File: src/rtl/trap_pkg.sv
package trap_pkg;
  typedef enum logic [1:0] {
    SEL_NONE = 2'd0,
    SEL_EXT  = 2'd1,
    SEL_TOC  = 2'd2
  } disp_sel_e;
endpackage

File: src/rtl/toc_capture.sv
module toc_capture (
  input  logic clk,
  input  logic rst_n,
  input  logic req_i,
  input  logic clr_i,
  output logic rise_o,
  output logic pend_o
);
  logic req_d;
  logic pend_q;

  assign rise_o = req_i & ~req_d;
  assign pend_o = pend_q;

  always_ff @(posedge clk or negedge rst_n) begin
    if (!rst_n) begin
      req_d  <= 1'b0;
      pend_q <= 1'b0;
    end else begin
      req_d <= req_i;
      if (rise_o)     pend_q <= 1'b1;
      else if (clr_i) pend_q <= 1'b0;
    end
  end

  // clearing without a fresh edge drops the pending state
  a_r11_clear: assert property (@(posedge clk) disable iff (!rst_n)
    (pend_q && clr_i && !(req_i && !req_d)) |=> !pend_q);

  // a held request produces no new pending state
  a_r2_no_retrigger: assert property (@(posedge clk) disable iff (!rst_n)
    (!pend_q && !rise_o) |=> !pend_q);
endmodule

File: src/rtl/dispatch_arb.sv
module dispatch_arb
  import trap_pkg::*;
(
  input  logic      toc_pend_i,
  input  logic      ext_irq_i,
  input  logic      ien_i,
  output disp_sel_e sel_o
);
  always_comb begin
    if (toc_pend_i)                sel_o = SEL_TOC;
    else if (ext_irq_i && ien_i)   sel_o = SEL_EXT;
    else                           sel_o = SEL_NONE;
  end
endmodule

File: src/rtl/vector_gen.sv
module vector_gen #(
  parameter int AW         = 32,
  parameter int CW         = 6,
  parameter int SLOT_BYTES = 32,
  parameter int BACK_STEP  = 4,
  parameter logic [AW-1:0] TOC_ENTRY = 'hF000_0000
) (
  input  logic          is_toc_i,
  input  logic [CW-1:0] code_i,
  input  logic [AW-1:0] base_i,
  output logic [AW-1:0] front_o,
  output logic [AW-1:0] back_o
);
  localparam int SLOT_SH = $clog2(SLOT_BYTES);

  function automatic logic [AW-1:0] f_table(logic [AW-1:0] base, logic [CW-1:0] code);
    logic [AW-1:0] scaled;
    scaled = AW'(code) << SLOT_SH;
    return base + scaled;
  endfunction

  function automatic logic [AW-1:0] f_next(logic [AW-1:0] front);
    return front + AW'(BACK_STEP);
  endfunction

  assign front_o = is_toc_i ? TOC_ENTRY : f_table(base_i, code_i);
  assign back_o  = f_next(front_o);
endmodule

File: src/rtl/trap_dispatch.sv
module trap_dispatch
  import trap_pkg::*;
#(
  parameter int AW         = 32,
  parameter int SW         = 32,
  parameter int CW         = 6,
  parameter int TOC_CODE   = 32,
  parameter int EXT_CODE   = 4,
  parameter int SLOT_BYTES = 32,
  parameter int BACK_STEP  = 4,
  parameter logic [AW-1:0] TOC_ENTRY = 'hF000_0000
) (
  input  logic          clk,
  input  logic          rst_n,
  input  logic          ext_irq_i,
  input  logic          toc_req_i,
  input  logic          psw_ien_i,
  input  logic [AW-1:0] ivb_i,
  input  logic [AW-1:0] bq0_i,
  input  logic [AW-1:0] bq1_i,
  output logic          take_o,
  output logic [CW-1:0] exc_code_o,
  output logic [AW-1:0] front_off_o,
  output logic [AW-1:0] back_off_o,
  output logic [SW-1:0] front_spc_o,
  output logic [SW-1:0] back_spc_o,
  output logic          gr24_we_o,
  output logic [AW-1:0] gr24_data_o,
  output logic          gr25_we_o,
  output logic [AW-1:0] gr25_data_o,
  output logic          pend_o
);
  localparam logic [CW-1:0] TOC_C = CW'(TOC_CODE);
  localparam logic [CW-1:0] EXT_C = CW'(EXT_CODE);

  // named internal events
  logic          toc_pend;
  logic          toc_rise;
  disp_sel_e     sel;
  logic          take_toc;
  logic          take_any;
  logic [CW-1:0] disp_code;
  logic [AW-1:0] vec_front;
  logic [AW-1:0] vec_back;

  toc_capture u_toc (
    .clk    (clk),
    .rst_n  (rst_n),
    .req_i  (toc_req_i),
    .clr_i  (take_toc),
    .rise_o (toc_rise),
    .pend_o (toc_pend)
  );

  dispatch_arb u_arb (
    .toc_pend_i (toc_pend),
    .ext_irq_i  (ext_irq_i),
    .ien_i      (psw_ien_i),
    .sel_o      (sel)
  );

  assign take_toc  = (sel == SEL_TOC);
  assign take_any  = (sel != SEL_NONE);
  assign disp_code = take_toc ? TOC_C : EXT_C;

  vector_gen #(
    .AW(AW), .CW(CW), .SLOT_BYTES(SLOT_BYTES),
    .BACK_STEP(BACK_STEP), .TOC_ENTRY(TOC_ENTRY)
  ) u_vec (
    .is_toc_i (take_toc),
    .code_i   (disp_code),
    .base_i   (ivb_i),
    .front_o  (vec_front),
    .back_o   (vec_back)
  );

  logic          take_q;
  logic [CW-1:0] code_q;
  logic [AW-1:0] front_q, back_q;
  logic [SW-1:0] spc_q;
  logic          grwe_q;
  logic [AW-1:0] gr24_q, gr25_q;

  always_ff @(posedge clk or negedge rst_n) begin
    if (!rst_n) begin
      take_q  <= 1'b0;
      code_q  <= '0;
      front_q <= '0;
      back_q  <= '0;
      spc_q   <= '0;
      grwe_q  <= 1'b0;
      gr24_q  <= '0;
      gr25_q  <= '0;
    end else begin
      take_q <= take_any;
      grwe_q <= take_toc;
      if (take_any) begin
        code_q  <= disp_code;
        front_q <= vec_front;
        back_q  <= vec_back;
        spc_q   <= '0;
      end
      if (take_toc) begin
        gr24_q <= bq0_i;
        gr25_q <= bq1_i;
      end
    end
  end

  assign take_o      = take_q;
  assign exc_code_o  = code_q;
  assign front_off_o = front_q;
  assign back_off_o  = back_q;
  assign front_spc_o = spc_q;
  assign back_spc_o  = spc_q;
  assign gr24_we_o   = grwe_q;
  assign gr25_we_o   = grwe_q;
  assign gr24_data_o = gr24_q;
  assign gr25_data_o = gr25_q;
  assign pend_o      = toc_pend | ext_irq_i;

  // transfer of control wins over a simultaneous enabled external request
  a_r3_toc_first: assert property (@(posedge clk) disable iff (!rst_n)
    (toc_pend && ext_irq_i && psw_ien_i) |=> (take_o && exc_code_o == TOC_C));

  // pending transfer of control is taken with interrupts disabled too
  a_r4_nonmaskable: assert property (@(posedge clk) disable iff (!rst_n)
    (toc_pend && !psw_ien_i) |=> (take_o && gr24_we_o));

  // masked external request with nothing else pending gives no dispatch
  a_r5_masked: assert property (@(posedge clk) disable iff (!rst_n)
    (!toc_pend && !psw_ien_i) |=> !take_o);

  // transfer-of-control dispatch lands at the firmware entry
  a_r6_entry: assert property (@(posedge clk) disable iff (!rst_n)
    (take_o && exc_code_o == TOC_C) |-> (front_off_o == TOC_ENTRY));

  // back offset trails front by one step
  a_r8_back_step: assert property (@(posedge clk) disable iff (!rst_n)
    take_o |-> (back_off_o == front_off_o + AW'(BACK_STEP)));

  // register strobes only accompany a transfer of control
  a_r9_gr_only_toc: assert property (@(posedge clk) disable iff (!rst_n)
    (gr24_we_o || gr25_we_o) |-> (take_o && exc_code_o == TOC_C));

  // a raised external request always shows as pending work
  a_r10_pending: assert property (@(posedge clk) disable iff (!rst_n)
    ext_irq_i |-> pend_o);
endmodule

File: config.mk
export PLATFORM = sky130hd
export DESIGN_NAME = trap_dispatch
export DESIGN_NICKNAME = d
export VERILOG_FILES = /design/src/rtl/trap_pkg.sv /design/src/rtl/toc_capture.sv /design/src/rtl/dispatch_arb.sv /design/src/rtl/vector_gen.sv /design/src/rtl/trap_dispatch.sv
export SDC_FILE = /design/constraint.sdc
export NUM_CORES = 1
export LEC_CHECK = 0
export ABC_AREA = 1
export CAP_MARGIN = 20
export CELL_PAD_IN_SITES_DETAIL_PLACEMENT = 1
export CELL_PAD_IN_SITES_GLOBAL_PLACEMENT = 1
export CORE_MARGIN = 4
export CORE_UTILIZATION = 33
export DETAILED_ROUTE_END_ITERATION = 8
export PLACE_DENSITY_LB_ADDON = 0.1
export SYNTH_ARGS = -nofsm -noshare
export SYNTH_HDL_FRONTEND = slang
export SYNTH_SLANG_ARGS = --single-unit
File: constraint.sdc
create_clock -name clk -period 4.5 [get_ports clk]
set_input_delay 0.9 -clock clk [delete_from_list [all_inputs] [get_ports clk]]
set_output_delay 0.9 -clock clk [all_outputs]
set_load 0.1 [all_outputs]
==> metrics.yaml <==
status: "finished, final reports clean"
hold_class: "flop to flop"
clkLatencyLatePin_ps: 410
ys_seq_area_share_pct: 45.6
max_freq_mhz: 324
skew_ps: 7.99
slew_headroom_pct: 28.5
finalHoldViolCount: 0
met1_usage_pct: 24.9
powerDensity_mw_per_mm2: 495
fin_crit_sh_pct: 68.7
drv_slew: 0
fp.coreArea_mm2: 0.0213
htree_levels: 4
cp_top_family: "simple AND/OR/NAND/NOR gates"
die_area_mm2: 0.0244
wire_per_inst_um: 16.5
cts_root_buf: "clkbuf_16"
overflow: 0
initial_core_util_pct: 34.1
p_total_uw: 5060
cts_tree: "done"
synth_area_mm2: 0.00725
yosys-top-cells-count: "nand2_1, dfrtp_1, buf_4"
drive_gt1_share_pct: 10.1
fill_cells: 2593
grt_pass1_vias: 6876
seqCellArea_mm2: 0.00330
rrSetupSlack_ps: 1740
synthCells: 937
drtIter0Drc: 271
rsz0062_at_grt: "false"
crit_type: "input pin to flop"
crit_chain: "clkdlybuf4s50_1 -> nand2_4 -> inv_2 -> ha_1 -> inv_1 -> nor2_2 -> inv_1 -> nor2_1 -> nand3_1 -> nor2_2 -> nand2_1 -> nor2_1 -> nand3_1 -> clkinv_1 -> nand2_1 -> nand2_1 -> o21ai_1"
areaGrowthSynthToFinish_pct: 40.9
crit_arrival_ps: 3390
yosysTopAreaCellShare_pct: 45.6
ys_top_cells_by_area: "dfrtp_1, nand2_1, buf_4"
hold_ws_ps: 398
dp_hpwl_um: 17900
ir_drop_mv: 0.258
synthMuxAreaShare_pct: 0.293
synth-edff-count: 0
synth_cell_types: 45
cts-hold-fix-buffers: 0
antenna_found_initial: 1
cts.sinks: 132
grt_max_degree: 97
post_cts_buffers: 0
async_flop_share_pct: 100
cpMostUsedCell: "nand2_1"
startpoint_type: "input pin"
synth_xor_area_share_pct: 0.501
gp_congestion: 0.814
ys_ff_latch: 132
io_buffers: 234
drv_cap: 0
fin_crit_ps: 3090
placed_cells: 1418
synth-simple-area-share_pct: 36.5
worstPathMaxFanout: 4
crit_buf_inv: 5
post_cts_resized: 0
grt_pass1_wl_um: 37300
endpoint_kind: "flop"
avgSynthCellArea_um2: 7.74
grt_util_met2_pct: 33.1
final_antenna_net_count: 0
globalRouteMet3Util_pct: 4.47
drt_wl_total_um: 23900
clockBufferDepth: 2
fin_nets: 1266
die_y_um: 156
synth_ff_type: "dfrtp_1"
rows: 53
vias: 6566
leakage_uw: 0.00502
ys_warn_count: 0
slowest_stage: "clkdlybuf4s50_1"
drtPass1Iterations: 4
design.portCount: 303
cp_data_required_time_ps: 4800
drc_errors: 0
synth_area_leader_cell: "dfrtp_1"
synth_fa_ha_area_share_pct: 0.518
numCtsBuffers: 17
finalSetupTns_ps: 0
max_stage_delay_ps: 490
setup_violations: 0
synth.most_common_cell: "nand2_1"
die_x_um: 156
worstMarginPinSlew_ps: 1070
multiInputGateArea_mm2: 0.00330
synth_top_family_by_area: "simple AND/OR/NAND/NOR gates"
clk_pin_slew_ps: 60
vias_per_cell: 4.53
stdcell_count: 1451
synth-compound-area-share_pct: 4.09
top_usage_layer: "met2"
grt_util_all_layers_pct: 19.3
## where the power goes
group	leakage, uW	switching, uW	internal [uW]
Combinational	0.00308	1720	426
Sequential	0.00163	88.2	1340
Clock	0.000313	531	955
## through the flow
step	utilization [%]	setup WS (ps)	instance area, um^2
3_5_place_dp	45.0	1040	9580
6_report	48.0	1410	10200
5_1_grt	48.0	1190	10200
3_3_place_gp	45.0	1090	9580
4_1_cts	48.0	1450	10200
2_1_floorplan	-	1960	7500
## layout make-up
cell class,count,share of cell area (%)
sequential,132,32.4
multi-input combinational,708,32.3
timing repair buffer,241,23.4
clock buffer,19,4.44
tap,275,3.37
inverter,62,2.33
clock inverter,13,1.75
antenna,1,0.0245
## registers in the layout, summed over array words and instances (netlist names)
signal,flops
take_o,1
gr24_we_o,1
u_toc.pend_o,1
exc_code_o,2
u_toc.req_d,1
back_off_o,30
gr25_data_o,32
front_off_o,32
gr24_data_o,32
## metal layers
metal  wire (um)  share of wire, %  vias up
met5           0                 0        -
met4         232              0.97        0
met3        1370               5.7        8
met2       12000                50      190
met1       10300                43     3144
li1            -                 -     3224
## path summary, 6_finish.rpt
check / depth (start not counted) / start / to
setup reg to reg: 16 / u_toc.pend_o / back_off_o[22]
hold / removal: 1 / u_toc.req_d / u_toc.pend_o
hold reg to reg: 1 / u_toc.req_d / u_toc.pend_o
setup / recovery: 17 / ivb_i[7] / back_off_o[22]
min in group asynchronous: 1 / rst_n / back_off_o[11]
max in group asynchronous: 2 / rst_n / gr25_data_o[0]
## logic make-up (layout without fill, tap and decap cells)
group                      Yosys count  after routing
adders and majority gates            3              3
buffers and inverters              164            335
AOI/OAI and AO/OA                   47             47
muxes                                2              2
and+or+nand+nor                    586            586
other                                1             69
DFF                                132            132
xor gates and xnor gates             2              2
## placed cells by master, fill, tap and decap left out, types with 6 or more instances in the layout
master,Yosys,layout
buf_4,71,8
clkbuf_16,0,17
clkdlybuf4s50_1,0,232
conb_1,1,68
dfrtp_1,132,131
inv_1,51,51
inv_2,8,8
nand2_1,385,385
nand2_2,17,17
nand2_4,7,7
nand3_1,55,55
nand3_2,7,7
nand4_1,11,11
nor2_1,67,66
nor2_2,15,15
nor2_4,9,10
o211ai_1,6,6
o21ai_0,23,23
Power figures use the tool's default switching activity.
